File: config.mk
export PLATFORM = sky130hd
export DESIGN_NAME = bhz_decode_ctrl
export DESIGN_NICKNAME = d
export VERILOG_FILES = /design/src/rtl/bhz_pkg.sv /design/src/rtl/bhz_src_check.sv /design/src/rtl/bhz_branch_eval.sv /design/src/rtl/bhz_decode_ctrl.sv
export SDC_FILE = /design/constraint.sdc
export NUM_CORES = 1
export LEC_CHECK = 0
export BUFFER_PORTS_ARGS = -buffer_cell sky130_fd_sc_hd__buf_4
export CELL_PAD_IN_SITES_DETAIL_PLACEMENT = 0
export CELL_PAD_IN_SITES_GLOBAL_PLACEMENT = 1
export CORE_MARGIN = 1.5
export CORE_UTILIZATION = 31
export DETAILED_ROUTE_END_ITERATION = 16
export PLACE_DENSITY_LB_ADDON = 0.1
export SLEW_MARGIN = 10
export SYNTH_ARGS = -nofsm -noshare
export SYNTH_HDL_FRONTEND = slang
export SYNTH_SLANG_ARGS = --single-unit
File: constraint.sdc
create_clock -name vclk -period 3.4
set_input_delay 0.17 -clock vclk [all_inputs]
set_output_delay 0.17 -clock vclk [all_outputs]
set_load 0.03 [all_outputs]
File: src/rtl/bhz_pkg.sv
package bhz_pkg;
  typedef enum logic [1:0] {
    FWD_RF  = 2'd0,
    FWD_MEM = 2'd1,
    FWD_WB  = 2'd2
  } fwd_sel_e;
endpackage

File: src/rtl/bhz_src_check.sv
// Hazard check for one compare source: stall request, forward select, operand mux.
module bhz_src_check
  import bhz_pkg::*;
#(
  parameter int AW = 5,
  parameter int DW = 32
) (
  input  logic [AW-1:0] src,
  input  logic [AW-1:0] ex_dst,
  input  logic          ex_wr,
  input  logic [AW-1:0] mem_dst,
  input  logic          mem_wr,
  input  logic          mem_load,
  input  logic [AW-1:0] wb_dst,
  input  logic          wb_wr,
  input  logic [DW-1:0] rf_val,
  input  logic [DW-1:0] mem_val,
  input  logic [DW-1:0] wb_val,
  output logic          need_stall,
  output fwd_sel_e      sel,
  output logic [DW-1:0] operand
);
  localparam logic [AW-1:0] ZERO_REG = '0;

  logic hit_ex, hit_mem, hit_wb;

  assign hit_ex  = ex_wr  && (ex_dst  != ZERO_REG) && (ex_dst  == src);
  assign hit_mem = mem_wr && (mem_dst != ZERO_REG) && (mem_dst == src);
  assign hit_wb  = wb_wr  && (wb_dst  != ZERO_REG) && (wb_dst  == src);

  // Value not yet available: ALU result still in execute, or load still in memory.
  assign need_stall = hit_ex || (hit_mem && mem_load);

  // Newest producer wins; a load in memory blocks the older write-back path.
  always_comb begin
    if (hit_mem) begin
      sel = mem_load ? FWD_RF : FWD_MEM;
    end else if (hit_wb) begin
      sel = FWD_WB;
    end else begin
      sel = FWD_RF;
    end
  end

  always_comb begin
    unique case (sel)
      FWD_MEM: operand = mem_val;
      FWD_WB:  operand = wb_val;
      default: operand = rf_val;
    endcase
  end

  // Forwarding from memory is never chosen for a load
  always_comb begin
    if (sel == FWD_MEM) begin
      assert_no_load_fwd_R4: assert (!mem_load && mem_wr);
    end
  end

  // Register 0 never drives a stall or a forward
  always_comb begin
    if (src == ZERO_REG) begin
      assert_zero_reg_quiet_R7: assert (!need_stall && sel == FWD_RF);
    end
  end

  // The write-back path is taken only when write-back really writes this source
  always_comb begin
    if (sel == FWD_WB) begin
      assert_wb_fwd_valid_R6: assert (wb_wr && wb_dst == src);
    end
  end
endmodule

File: src/rtl/bhz_branch_eval.sv
// Decode-stage comparator and target adder.
module bhz_branch_eval #(
  parameter int DW    = 32,
  parameter int PC_W  = 32,
  parameter int IMM_W = 16
) (
  input  logic             is_branch,
  input  logic             is_ne,
  input  logic [DW-1:0]    opa,
  input  logic [DW-1:0]    opb,
  input  logic [PC_W-1:0]  pc_plus4,
  input  logic [IMM_W-1:0] imm,
  output logic             cond_true,
  output logic [PC_W-1:0]  target
);
  localparam int EXT_W = PC_W - IMM_W - 2;

  logic            same;
  logic [PC_W-1:0] offset;

  assign same      = (opa == opb);
  assign cond_true = is_branch && (is_ne ? !same : same);

  generate
    if (EXT_W > 0) begin : g_ext
      assign offset = {{EXT_W{imm[IMM_W-1]}}, imm, 2'b00};
    end else begin : g_trunc
      assign offset = PC_W'({imm, 2'b00});
    end
  endgenerate

  assign target = pc_plus4 + offset;

  always_comb begin
    if (!is_branch) begin
      assert_no_cond_idle_R9: assert (!cond_true);
    end
  end
endmodule

File: src/rtl/bhz_decode_ctrl.sv
// Top: per-source hazard checks, comparator, stall and flush control.
module bhz_decode_ctrl
  import bhz_pkg::*;
#(
  parameter int AW    = 5,
  parameter int DW    = 32,
  parameter int PC_W  = 32,
  parameter int IMM_W = 16
) (
  input  logic             id_branch,
  input  logic             id_br_ne,
  input  logic [AW-1:0]    id_rs,
  input  logic [AW-1:0]    id_rt,
  input  logic [PC_W-1:0]  id_pc_plus4,
  input  logic [IMM_W-1:0] id_imm,
  input  logic [DW-1:0]    rf_rs_val,
  input  logic [DW-1:0]    rf_rt_val,
  input  logic [AW-1:0]    ex_dst,
  input  logic             ex_wr,
  input  logic [AW-1:0]    mem_dst,
  input  logic             mem_wr,
  input  logic             mem_load,
  input  logic [DW-1:0]    mem_alu_val,
  input  logic [AW-1:0]    wb_dst,
  input  logic             wb_wr,
  input  logic [DW-1:0]    wb_val,
  output logic [1:0]       fwd_rs_sel,
  output logic [1:0]       fwd_rt_sel,
  output logic             pc_hold,
  output logic             ifid_hold,
  output logic             idex_bubble,
  output logic             ifid_flush,
  output logic [PC_W-1:0]  br_target
);
  localparam int NSRC = 2;

  logic [AW-1:0] src_num [NSRC];
  logic [DW-1:0] src_rf  [NSRC];
  logic [DW-1:0] src_op  [NSRC];
  fwd_sel_e      src_sel [NSRC];
  logic [NSRC-1:0] src_stall;

  assign src_num[0] = id_rs;
  assign src_num[1] = id_rt;
  assign src_rf[0]  = rf_rs_val;
  assign src_rf[1]  = rf_rt_val;

  generate
    for (genvar i = 0; i < NSRC; i++) begin : g_src
      bhz_src_check #(.AW(AW), .DW(DW)) u_chk (
        .src        (src_num[i]),
        .ex_dst     (ex_dst),
        .ex_wr      (ex_wr),
        .mem_dst    (mem_dst),
        .mem_wr     (mem_wr),
        .mem_load   (mem_load),
        .wb_dst     (wb_dst),
        .wb_wr      (wb_wr),
        .rf_val     (src_rf[i]),
        .mem_val    (mem_alu_val),
        .wb_val     (wb_val),
        .need_stall (src_stall[i]),
        .sel        (src_sel[i]),
        .operand    (src_op[i])
      );
    end
  endgenerate

  logic cond_true;
  logic stall;

  bhz_branch_eval #(.DW(DW), .PC_W(PC_W), .IMM_W(IMM_W)) u_eval (
    .is_branch (id_branch),
    .is_ne     (id_br_ne),
    .opa       (src_op[0]),
    .opb       (src_op[1]),
    .pc_plus4  (id_pc_plus4),
    .imm       (id_imm),
    .cond_true (cond_true),
    .target    (br_target)
  );

  assign stall       = id_branch && (|src_stall);
  assign pc_hold     = stall;
  assign ifid_hold   = stall;
  assign idex_bubble = stall;
  // Outcome is only acted upon once all operands are ready.
  assign ifid_flush  = cond_true && !stall;

  assign fwd_rs_sel = src_sel[0];
  assign fwd_rt_sel = src_sel[1];

  always_comb begin
    if (pc_hold) begin
      assert_no_flush_in_stall_R8: assert (!ifid_flush);
    end
  end

  always_comb begin
    if (ifid_flush) begin
      assert_flush_needs_branch_R1: assert (id_branch && !pc_hold);
    end
  end

  always_comb begin
    if (!id_branch) begin
      assert_idle_quiet_R9: assert (!pc_hold && !ifid_flush);
    end
  end

  always_comb begin
    if (ex_wr && ex_dst != '0 && id_branch && (ex_dst == id_rs || ex_dst == id_rt)) begin
      assert_ex_producer_stalls_R3: assert (pc_hold && ifid_hold && idex_bubble);
    end
  end
endmodule

# Word level (Yosys, flattened, before mapping)
# Index checks and enable logic that the tools add are counted.
# Widths: inputs -> output; s select.
# totals
input_bits	207
regBits	0
word_cells	42
# op_classes
n_addsub	1
muxes	8
n_eq_ne	11
n_reduce_logical	22
# ops
operator	count
$pmux 32 s2	2
$add 32x32->32	1
$eq 32x32->1	1
$eq 5x5->1	6
$reduce_bool 5->1	3
$logic_and 1x1->1	14
$mux 2	4
$eq 2x1->1 const B	2
$eq 2x2->1 const B	2
$logic_not 1->1	2
$logic_or 1x1->1	2
$mux 1	2
$reduce_or 2->1	1

# Logic depth before layout (Yosys ltp)
# Gate-level depths: netlist (run 1).
# logic_depth
word_depth	12
ltp_mapped	12
ltp_nobuf	12

# Cells and area by module
# A second synthesis (run 1) with hierarchy kept.
# hier_totals
cells_unflattened	541
hier_area_um2	4124.0
# by_module_without_submodules
mod	cells_per_inst	instances	area_per_inst_um2
bhz_branch_eval	319	1	2268.4
bhz_src_check	109	2	912.1
bhz_decode_ctrl	4	1	31.3

# Least setup slack after synthesis (run 1)
# OpenSTA, ideal clock, no wires.
# synth_path
kind	input to output
from	in id_pc_plus4[3]
to	out br_target[31]
setup_slack_ns	0.341
path_stages	10
required_time_ns	3.230
arrival_ns	2.889
path_cell_list	ha_1 > a21oi_1 > o21ai_0 > a2111oi_0 > and3b_1 > o21a_1 > o31ai_1 > o311a_1 > a21oi_1 > xnor2_1
# synth_via
elab_chain_len	1
# synth_lines
element	line_no	rtl
from (decl)	bhz_decode_ctrl.sv:14	input logic [PC_W-1:0] id_pc_plus4,
$add 32x32->32	bhz_branch_eval.sv:32	assign target = pc_plus4 + offset;
to (decl)	bhz_decode_ctrl.sv:33	output logic [PC_W-1:0] br_target
# Every way passes these cells.

# Worst setup path in the final report (run 1)
# layout_path
from	in mem_dst[4]
to	out ifid_flush
# layout_via
elab_chain_len	11
# layout_lines
element	line_no	rtl
from (decl)	bhz_decode_ctrl.sv:20	input logic [AW-1:0] mem_dst,
$reduce_bool 5->1	bhz_src_check.sv:28	assign hit_mem = mem_wr && (mem_dst != ZERO_REG) && (mem_dst == src);
$logic_and 1x1->1 (2 in series)	bhz_src_check.sv:28	
$mux 2	bhz_src_check.sv:36	if (hit_mem) begin
$eq 2x2->1 / $eq 2x1->1 (equally long branches)	-	
$pmux 32 s2	bhz_src_check.sv:46	unique case (sel)
$eq 32x32->1	bhz_branch_eval.sv:21	assign same = (opa == opb);
$logic_not 1->1	bhz_branch_eval.sv:22	assign cond_true = is_branch && (is_ne ? !same : same);
$mux 1	bhz_branch_eval.sv:22	
$logic_and 1x1->1	bhz_branch_eval.sv:22	
$logic_and 1x1->1 (*)	bhz_decode_ctrl.sv:88	assign ifid_flush = cond_true && !stall;
to (decl)	bhz_decode_ctrl.sv:32	output logic ifid_flush,
# Every way passes the cells marked *; elsewhere a longest branch is shown, timed or not.

==> results by group, run 1 <==
Cells and area
  – Commonest cells after routing, fill and taps aside: 280 x buf_4, 53 x o211ai_1, 43 x xnor2_1, 31 x a32oi_1
  – # nets final: around 1000
  – Seq_cells: 0
  – Area Growth Syn to Fin: 68.51%
  – Register area: 0 µm²
  – Commonest non-fill, non-tap cell in the layout: buf_4
  – Post-route cell area: 0.006736 mm²
  – Clock buffer cells: 0
  – N_diodes: 0
  – Share of post-route cells with drive strength above 1: between 40% and 50%
  – Final Util: 53.38%

Critical path
  – CP Buf/Inv Count: 3
  – Critical Path Source Type: input pin
  – Cell family with most CP delay: simple AND/OR/NAND/NOR gates
  – Cell with the largest stage delay on the worst path: or4_4
  – Crit end category: primary output
  – Critical-path cell list: buf_8 > or4_4 > o211ai_1 > buf_4 > nor2_2 > o32ai_1 > o211ai_1 > a22oi_2 > nand4_1 > nor4_4 > mux2i_1 > buf_4
  – WS Path Type: input pin to primary output
  – Worst Path Arrival: 3230 ps
  – Critical Path RT: around 3200 ps
  – Critical path's largest stage delay: 570 ps
  – Max FO, Critical Path: 6

STA
  – Relative slew slack: 69.91%
  – Max-slew violations: 0
  – Max Clk Rate: between 200 and 300 MHz
  – Fin. Hold Viols: 0
  – Unrepaired setup endpoints after global routing: true
  – Tcrit/Tclk final: 100.0%
  – Fin crit period: 3401 ps
  – Setup ws final: -0.9057 ps
  – Setup TNS: -0.9057 ps
  – Final setup vio count: 1
  – Actual slew at the worst max-slew pin: 445.7 ps

Placement
  – Final HPWL DP: ~14000 µm
  – DP Area: 0.006096 mm²
  – Place WS: -263.8 ps
  – PortBufs: 243
  – GPL Wtd Cong: 0.8388

Floorplanning
  – Die X: 116.6 µm
  – I/O Pins: between 200 and 250
  – Die Height: around 120 µm
  – Row count: 41
  – DIE AREA: 0.01359 mm²
  – Core area: 0.01262 mm²
  – Starting Density: a little under a third

Route
  – Initial DRC count: roughly 520
  – Post-route ant nets: 0
  – Initial DRT Pass Iterations: 6
  – DRC Markers: 0
  – Vias per cell: ~6.1
  – Routed Wire Length: a little under 20000 µm
  – Routed len/inst: 20.25 µm
  – Total vias in the final route: 5844

Logic synthesis
  – Mean Syn Cell Area: 7.557 µm²
  – Ys Warns: 0
  – Cells after Synth: 529
  – Mapped Area: roughly 0.004 mm²
  – Seq/Total Area, Yosys: 0%
  – Syn_nets: 766
  – Post-synth cell types: 60

Job
  – Total of max-cap violations: 0

GRT
  – Initial antenna violation count: 0
  – Largest net degree at the start of global routing: 34
  – GR Util All Layers: 25.15%
  – First-pass GRT wire length: 27590 µm
  – Vias in the first global route: 5650
  – Gr ovfl total: 0

Power
  – Seq pwr share: 0%
  – P_sw: roughly 0.56 mW
  – Worst vdd ir: ~0.12 mV
  – Sw Share: 52.13%
  – Combinational share of power: 100.0%
  – Power Dens Cells: 160.2 mW/mm²
  – Clock share of power: 0%
  – Int Power: 0.5165 mW
  – Leak: 3.015 nW

Worst hold path
  – Min-delay worst type: input pin to primary output

Clock network
  – CTS Hold Bufs: 0

Outcome
  – Status: complete, but fails checks
  – Failing checks: setup timing
## final timing paths
| kind | slack, ps | cells after the start | end | startpoint |
|---|---|---|---|---|
| worst max-delay path | -0.9 | 12 | ifid_flush | mem_dst[4] |
| worst min-delay path | 340 | 0 | br_target[0] | id_pc_plus4[0] |
## power groups by stage
| stage | combinational [mW] | sequential [mW] | clock (mW) |
|---|---|---|---|
| after floorplan | 0.578 | 0 | 0 |
| after global placement | 1.01 | 0 | 0 |
| after detailed placement | 1.01 | 0 | 0 |
| after CTS | 1.03 | 0 | 0 |
| after global routing | 1.16 | 0 | 0 |
| final | 1.08 | 0 | 0 |
## kinds of logic after synthesis
family                     share of synthesized area, %
AOI/OAI and AO/OA                                 57.97
and+or+nand+nor                                   11.93
buffers and inverters                             8.232
xor gates and xnor gates                          12.05
adders and majority gates                         9.578
muxes                                            0.2504
## repair_timing
item,4_1_cts,5_1_grt
endpoints found under the setup margin,1,1
buffers inserted,1,20
cloned,3,5
gates resized for setup,15,43
pin swaps,5,21
## stage by stage
| stage | cells | hold WS (ps) | power (mW) |
|---|---|---|---|
| 2_1_floorplan | 529 | 471.7 | 0.5781 |
| 3_3_place_gp | 928 | 340.4 | 1.006 |
| 3_5_place_dp | 928 | 340.4 | 1.014 |
| 4_1_cts | 932 | 340.4 | 1.034 |
| 5_1_grt | 957 | 340.1 | 1.159 |
| 6_report | 957 | 340.0 | 1.079 |
## per-layer routing
| metal | part of all wire [%] | GRT usage, % | vias up | wire (µm) |
|---|---|---|---|---|
| met5 | 0 | 0 | - | 0 |
| met4 | 2.5 | 6.988 | 0 | 475 |
| met3 | 7.5 | 1.816 | 44 | 1459 |
| met2 | 49 | 46.39 | 317 | 9562 |
| met1 | 41 | 31.42 | 2732 | 7887 |
| li1 | - | - | 2751 | - |
## area by class of cell
cell class | instances | area, µm²
Fill cell | 1235 | 5883
Multi-Input combinational cell | 469 | 3978
Timing Repair Buffer | 298 | 2466
Tap cell | 172 | 215.2
Inverter | 18 | 77.57
## synthesized netlist by cell type, drive strengths merged (2+ instances only)
library cell / count / area share, %
o21bai: 4 / 0.75
a31oi: 4 / 0.63
o21ai: 16 / 2.0
xnor2: 43 / 9.4
nor2: 23 / 2.2
ha: 29 / 9.1
a32o: 16 / 4.0
a22oi: 4 / 0.75
a32oi: 32 / 7.2
nand4: 13 / 2.0
xor2: 12 / 2.6
a21o: 11 / 2.1
or4: 3 / 0.66
nand2b: 2 / 0.31
o21a: 8 / 1.5
nor4b: 3 / 0.66
o31ai: 2 / 0.38
and2: 2 / 0.31
inv: 18 / 1.7
buf: 30 / 5.0
a211o: 16 / 3.5
a21oi: 26 / 3.3
o32ai: 16 / 3.5
o211a: 31 / 8.0
a211oi: 43 / 8.1
o211ai: 53 / 10
or3: 3 / 0.47
nand2: 18 / 1.8
nand3: 5 / 1.1
and4: 2 / 0.44
nor3: 5 / 0.63
clkbuf: 16 / 1.5
o31a: 3 / 0.66
No activity file was read; power rests on OpenSTA's default activity.
==> run 2, diff against run 1 <==
Settings changed: PLACE_DENSITY set to 0.87, PLACE_DENSITY_LB_ADDON 0.1 to unset.
==> run 2 against run 1 <==
Against the previous run:
- worst setup slack lost 39 ps
- die area is the same
- non-clock buffer count shrank 4
- utilization shrank 2.6 points
- highest routed layer unchanged
- fmax shrank 1.1%
- the flow still finishes with violations (setup timing)
==> results by group, run 2 (synthesis results as in run 1) <==
GRT
  – Largest net degree at the start of global routing: 34 (unchanged)
  – Met1 global-route usage: 29.46% (-2.0 points)
  – Met3 Usage GRT: 5.086% (+3.3 points)
  – Grt peak-use layer: met2
  – First-pass GRT wire length: 28110 µm (+1.9%)
  – Vias in the first global route: 5710 (+1.1%)
  – M2 GR Usage: 48.63% (+2.2 points)
  – GR Util All Layers: 25.70% (+0.55 points)
  – Gr ovfl total: 0 (unchanged)
  – Initial antenna violation count: 0 (unchanged)

Cells and area
  – Finished Layout Cells: 949 (-0.84%)
  – Share of post-route cells with drive strength above 1: 41.96% (-2.6 points)
  – N_diodes: 0 (unchanged)
  – # nets final: 1016 (-0.78%)
  – Area Growth Syn to Fin: 60.38%
  – Seq_cells: 0 (unchanged)
  – Final Util: 50.80% (-2.6 points)
  – Commonest cells after routing, fill and taps aside: 285 x buf_4, 53 x o211ai_1, 43 x xnor2_1, 33 x a211oi_1, 31 x a32oi_1
  – Commonest non-fill, non-tap cell in the layout: buf_4
  – Register area: 0 µm² (unchanged)
  – Clock buffer cells: 0 (unchanged)

Critical path
  – Worst Path Arrival: 3270 ps (+40 ps)
  – WS Path Type: input pin to primary output
  – Critical Path Source Type: input pin
  – Crit end category: primary output
  – Critical Path RT: 3230 ps (about the same)
  – Max FO, Critical Path: 16 (+10)

Outcome
  – Status: complete, but fails checks
  – Failing checks: setup timing

STA
  – Max-slew violations: 0 (unchanged)
  – Actual slew at the worst max-slew pin: 464.8 ps (+19.11 ps)
  – Final setup vio count: 1 (unchanged)
  – Hold WS: 340.2 ps (+0.2180 ps)
  – Fin crit period: 3440 ps (+39.25 ps)
  – Relative slew slack: 68.91% (-1.0 points)
  – Fin. Hold Viols: 0 (unchanged)
  – Max Clk Rate: 290.7 MHz (-1.1%)
  – Tcrit/Tclk final: 101.2% (+1.2 points)
  – Setup TNS: -40.16 ps (-39.25 ps)
  – Unrepaired setup endpoints after global routing: true
  – Setup ws final: -40.16 ps (-39.25 ps)

Route
  – Routed len/inst: 20.01 µm (-1.2%)
  – Post-route ant nets: 0 (unchanged)
  – Routed Wire Length: 18990 µm (-2.0%)
  – Vias per cell: 6.165 (+0.96%)
  – Initial DRT Pass Iterations: 6 (unchanged)
  – DRC Markers: 0 (unchanged)
  – Total vias in the final route: 5851 (+0.12%)
  – Initial DRC count: 557 (+7.9%)

Floorplanning
  – Die Height: 116.6 µm (unchanged)
  – DIE AREA: 0.01359 mm² (unchanged)
  – I/O Pins: 247 (unchanged)
  – Die X: 116.6 µm (unchanged)
  – Core area: 0.01262 mm² (unchanged)
  – Starting Density: 31.68% (unchanged)
  – Row count: 41 (unchanged)

Power
  – Power Dens Cells: 165.8 mW/mm² (+3.5%)
  – Worst vdd ir: 0.1030 mV (-10%)
  – Leak: 2.871 nW (-4.8%)

Placement
  – Place WS: -323.8 ps (-60.03 ps)
  – Final HPWL DP: 15300 µm (+13%)
  – Total placed cells including tap cells: 941 (+1.4%)
  – GPL Wtd Cong: 0.9556 (+14%)
  – PortBufs: 243 (unchanged)

Worst hold path
  – Hold path depth: 0 (unchanged)
  – Min-delay worst type: input pin to primary output

Job
  – Total of max-cap violations: 0 (unchanged)

Clock network
  – CTS Hold Bufs: 0 (unchanged)
[run 2: changes by cell type in the layout (fill, tap and decap cells not counted), moves of 3 or more]
cell	previous run	this run
a211oi_1	29	33
o32ai_1	5	13
buf_4	280	285
a211oi_2	13	10
o32ai_2	10	3
[run 2: through the flow]
| step | area, µm² | power (mW) |
|---|---|---|
| 2_1_floorplan | 3998 | 0.5781 |
| 3_3_place_gp | 6201 | 1.018 |
| 3_5_place_dp | 6201 | 1.035 |
| 4_1_cts | 6292 | 1.044 |
| 5_1_grt | 6411 | 1.135 |
| 6_report | 6411 | 1.063 |
[run 2: per-layer routing]
| layer | wire [µm] | vias to the layer above |
|---|---|---|
| li1 | - | 2724 |
| met1 | 7063 | 2750 |
| met2 | 9605 | 323 |
| met3 | 1763 | 54 |
| met4 | 555 | 0 |
| met5 | 0 | - |
[run 2: worst paths after layout]
kind	from	endpoint	slack [ps]
worst max-delay path	mem_dst[0]	ifid_flush	-40
worst min-delay path	id_pc_plus4[1]	br_target[1]	340
[run 2: final cells by class]
cell class | count | area (µm²)
repair buffers | 294 | 2311
fillers | 1262 | 6208
multi-input cells | 465 | 3810
well taps | 172 | 215.2
inverters | 18 | 75.07
[run 2: critical path, cell delays in order]
cell and delay, ps:
buf_4 130, or4_4 560, o211a_4 270, nand3_4 100, inv_4 100, buf_4 200, a32o_1 230, o211a_1 230
a211oi_1 230, nand4_1 190, nor4_2 300, buf_4 170, mux2i_1 200, buf_4 190
[run 2: power breakdown]
| group | switching [mW] | internal, mW |
|---|---|---|
| combinational | 0.560 | 0.503 |
| sequential | 0 | 0 |
| clock | 0 | 0 |
[run 2: what timing repair did]
action | CTS | global route
setup buffers | 7 | 1
resized for setup | 8 | 23
pin swaps | 2 | 6
setup endpoints to repair | 1 | 2
==> run 3, diff against run 2 <==
Settings changed: CORE_UTILIZATION 31 to 33, PLACE_DENSITY 0.87 to 0.92, SETUP_SLACK_MARGIN set to 0.2.
Clock period 3.4 ns to 4.2 ns, I/O delays scaled along.
==> run 3 against run 2 <==
Against the previous run:
- the flow now finishes without violations
- first-iteration DRC count is 0.90% lower
- wire length is 4.8% lower
- clock-buffer cell count stayed put
- total power is 23% lower
==> results by group, run 3 (synthesis results as in run 1) <==
Worst hold path
  – Min-delay worst type: input pin to primary output
  – Hold path depth: 0 (unchanged)
  – HP Start: id_pc_plus4[1]
  – WHS Endpoint: br_target[1]

Placement
  – Place WS: 371.4 ps (+695.2 ps)
  – Final HPWL DP: 14270 µm (-6.8%)
  – DP Area: 0.005857 mm² (-5.5%)
  – PortBufs: 243 (unchanged)
  – GPL Wtd Cong: 0.9697 (+1.5%)

GRT
  – Vias in the first global route: 5565 (-2.5%)
  – First-pass GRT wire length: 28050 µm (-0.22%)
  – Largest net degree at the start of global routing: 35 (+2.9%)
  – Gr ovfl total: 0 (unchanged)
  – GR Util All Layers: 26.33% (+0.62 points)
  – Initial antenna violation count: 0 (unchanged)

Cells and area
  – Area Growth Syn to Fin: 46.67%
  – Seq_cells: 0 (unchanged)
  – Final Util: 49.22% (-1.6 points)
  – Share of post-route cells with drive strength above 1: 36.67% (-5.3 points)
  – Post-route cell area: 0.005863 mm² (-8.5%)
  – # nets final: 978 (-3.7%)
  – Commonest non-fill, non-tap cell in the layout: buf_4
  – Clock buffer cells: 0 (unchanged)
  – # fillers: 1213 (-3.9%)
  – Commonest cells after routing, fill and taps aside: 256 x buf_4, 53 x o211ai_1, 43 x xnor2_1, 43 x a211oi_1, 31 x a32oi_1
  – Register area: 0 µm² (unchanged)
  – N_diodes: 0 (unchanged)
  – Area of the multi-input gates: 0.003690 mm² (-3.2%)

Power
  – Power, Total: 0.8204 mW (-23%)
  – Worst vdd ir: 0.07888 mV (-23%)
  – P_sw: 0.4384 mW (-22%)
  – Leak: 2.612 nW (-9.0%)
  – Int Power: 0.3820 mW (-24%)
  – Clock share of power: 0% (unchanged)
  – Seq pwr share: 0% (unchanged)
  – Power Dens Cells: 139.9 mW/mm² (-16%)
  – Combinational share of power: 100.0% (about the same)
  – Sw Share: 53.44% (+0.78 points)

STA
  – Tcrit/Tclk final: 89.49%
  – Final setup vio count: 0 (-1)
  – Fin crit period: 3759 ps
  – Actual slew at the worst max-slew pin: 739.9 ps (+275.1 ps)
  – Relative slew slack: 49.39% (-20 points)
  – Fin. Hold Viols: 0 (unchanged)
  – Setup TNS: 0 ps (+40.16 ps)
  – Max-slew violations: 0 (unchanged)
  – Setup ws final: 441.3 ps (+481.4 ps)
  – Unrepaired setup endpoints after global routing: false
  – Max Clk Rate: 266.0 MHz

Critical path
  – Crit end category: primary output
  – Critical Path RT: 3990 ps (+760 ps)
  – Worst Path Arrival: 3550 ps (+280 ps)
  – WS Path Type: input pin to primary output
  – Cell with the largest stage delay on the worst path: or4_4
  – Max FO, Critical Path: 33 (+17)
  – Cell repeated most along the worst path: buf_4
  – Critical path's largest stage delay: 560 ps (about the same)
  – CP Launch Point: mem_dst[0]
  – Critical Path Source Type: input pin
  – Critical-path cell list: buf_4 > or4_4 > o211a_4 > nand3_4 > inv_2 > a32o_1 > o211a_1 > nor4b_1 > nand4_1 > nor4_2 > mux2i_1 > buf_4

Outcome
  – Status: completed

Floorplanning
  – Core area: 0.01191 mm² (-5.6%)
  – Die Height: 113.1 µm (-3.0%)
  – Die X: 113.1 µm (-3.0%)
  – Row count: 40 (-2.4%)
  – I/O Pins: 247 (unchanged)
  – Starting Density: 33.56% (+1.9 points)
  – DIE AREA: 0.01278 mm² (-5.9%)

Route
  – Total vias in the final route: 5673 (-3.0%)
  – DRC Markers: 0 (unchanged)
  – Post-route ant nets: 0 (unchanged)
  – Routed Wire Length: 18080 µm (-4.8%)
  – Routed len/inst: 20.41 µm (+2.0%)
  – Initial DRC count: 552 (-0.90%)
  – Vias per cell: 6.403 (+3.9%)
  – Initial DRT Pass Iterations: 6 (unchanged)

Job
  – Total of max-cap violations: 0 (unchanged)

Clock network
  – CTS Hold Bufs: 0 (unchanged)
[run 3: cell count changes in the layout (fill, tap and decap cells not counted), moves of 2 or more]
cell,delta
a211oi_2,-10
nor4b_2,-2
a211oi_1,+10
inv_2,+2
nor2_4,-2
o32ai_1,+3
buf_12,-8
buf_4,-29
o32ai_2,-3
nor2_2,+2
nor4b_1,+2
[run 3: power by group through the flow]
stage / registers, mW / logic, mW / clock network (mW)
final: 0 / 0.820 / 0
after global routing: 0 / 0.878 / 0
after CTS: 0 / 0.815 / 0
after detailed placement: 0 / 0.812 / 0
after global placement: 0 / 0.799 / 0
after floorplan: 0 / 0.468 / 0
[run 3: worst max-delay path, delay by kind of cell]
kind                   cells  cell delay, ps
multiplexers               1             260
buffers and inverters      3             600
AND/OR/NAND/NOR            5            1650
AO/OA/AOI/OAI              3             810
[run 3: through the flow]
stage,hold slack (ps),instances
6_report,420.0,886
5_1_grt,420.1,886
4_1_cts,420.4,886
3_5_place_dp,420.4,886
3_3_place_gp,420.4,886
2_1_floorplan,551.7,529
[run 3: routing by layer]
layer | share of wire [%] | track usage, % | vias up
met5 | 0 | 0 | -
met4 | 4.4 | 9.750 | 0
met3 | 8.0 | 4.767 | 62
met2 | 48 | 45.49 | 294
met1 | 39 | 32.61 | 2668
li1 | - | - | 2649
[run 3: how the worst max path moves through the flow]
stage / end / slack [ps] / cells after the start
6_report: ifid_flush / 440 / 12
5_1_grt: ifid_flush / 270 / 12
4_1_cts: ifid_flush / 350 / 12
3_5_place_dp: ifid_flush / 370 / 12
3_3_place_gp: ifid_flush / 480 / 12
2_1_floorplan: br_target[31] / 1060 / 10
[run 3: repair_timing]
item | CTS | global route
gates resized for setup | 0 | 1
setup endpoints to repair | 0 | 1
buffers inserted | 0 | 0
[run 3: final cells by class]
type                            instances  share of cell area [%]
Timing Repair Buffer                  256                   32.78
Multi-Input combinational cell        465                   62.93
Inverter                               18                   1.152
Tap cell                              147                   3.137
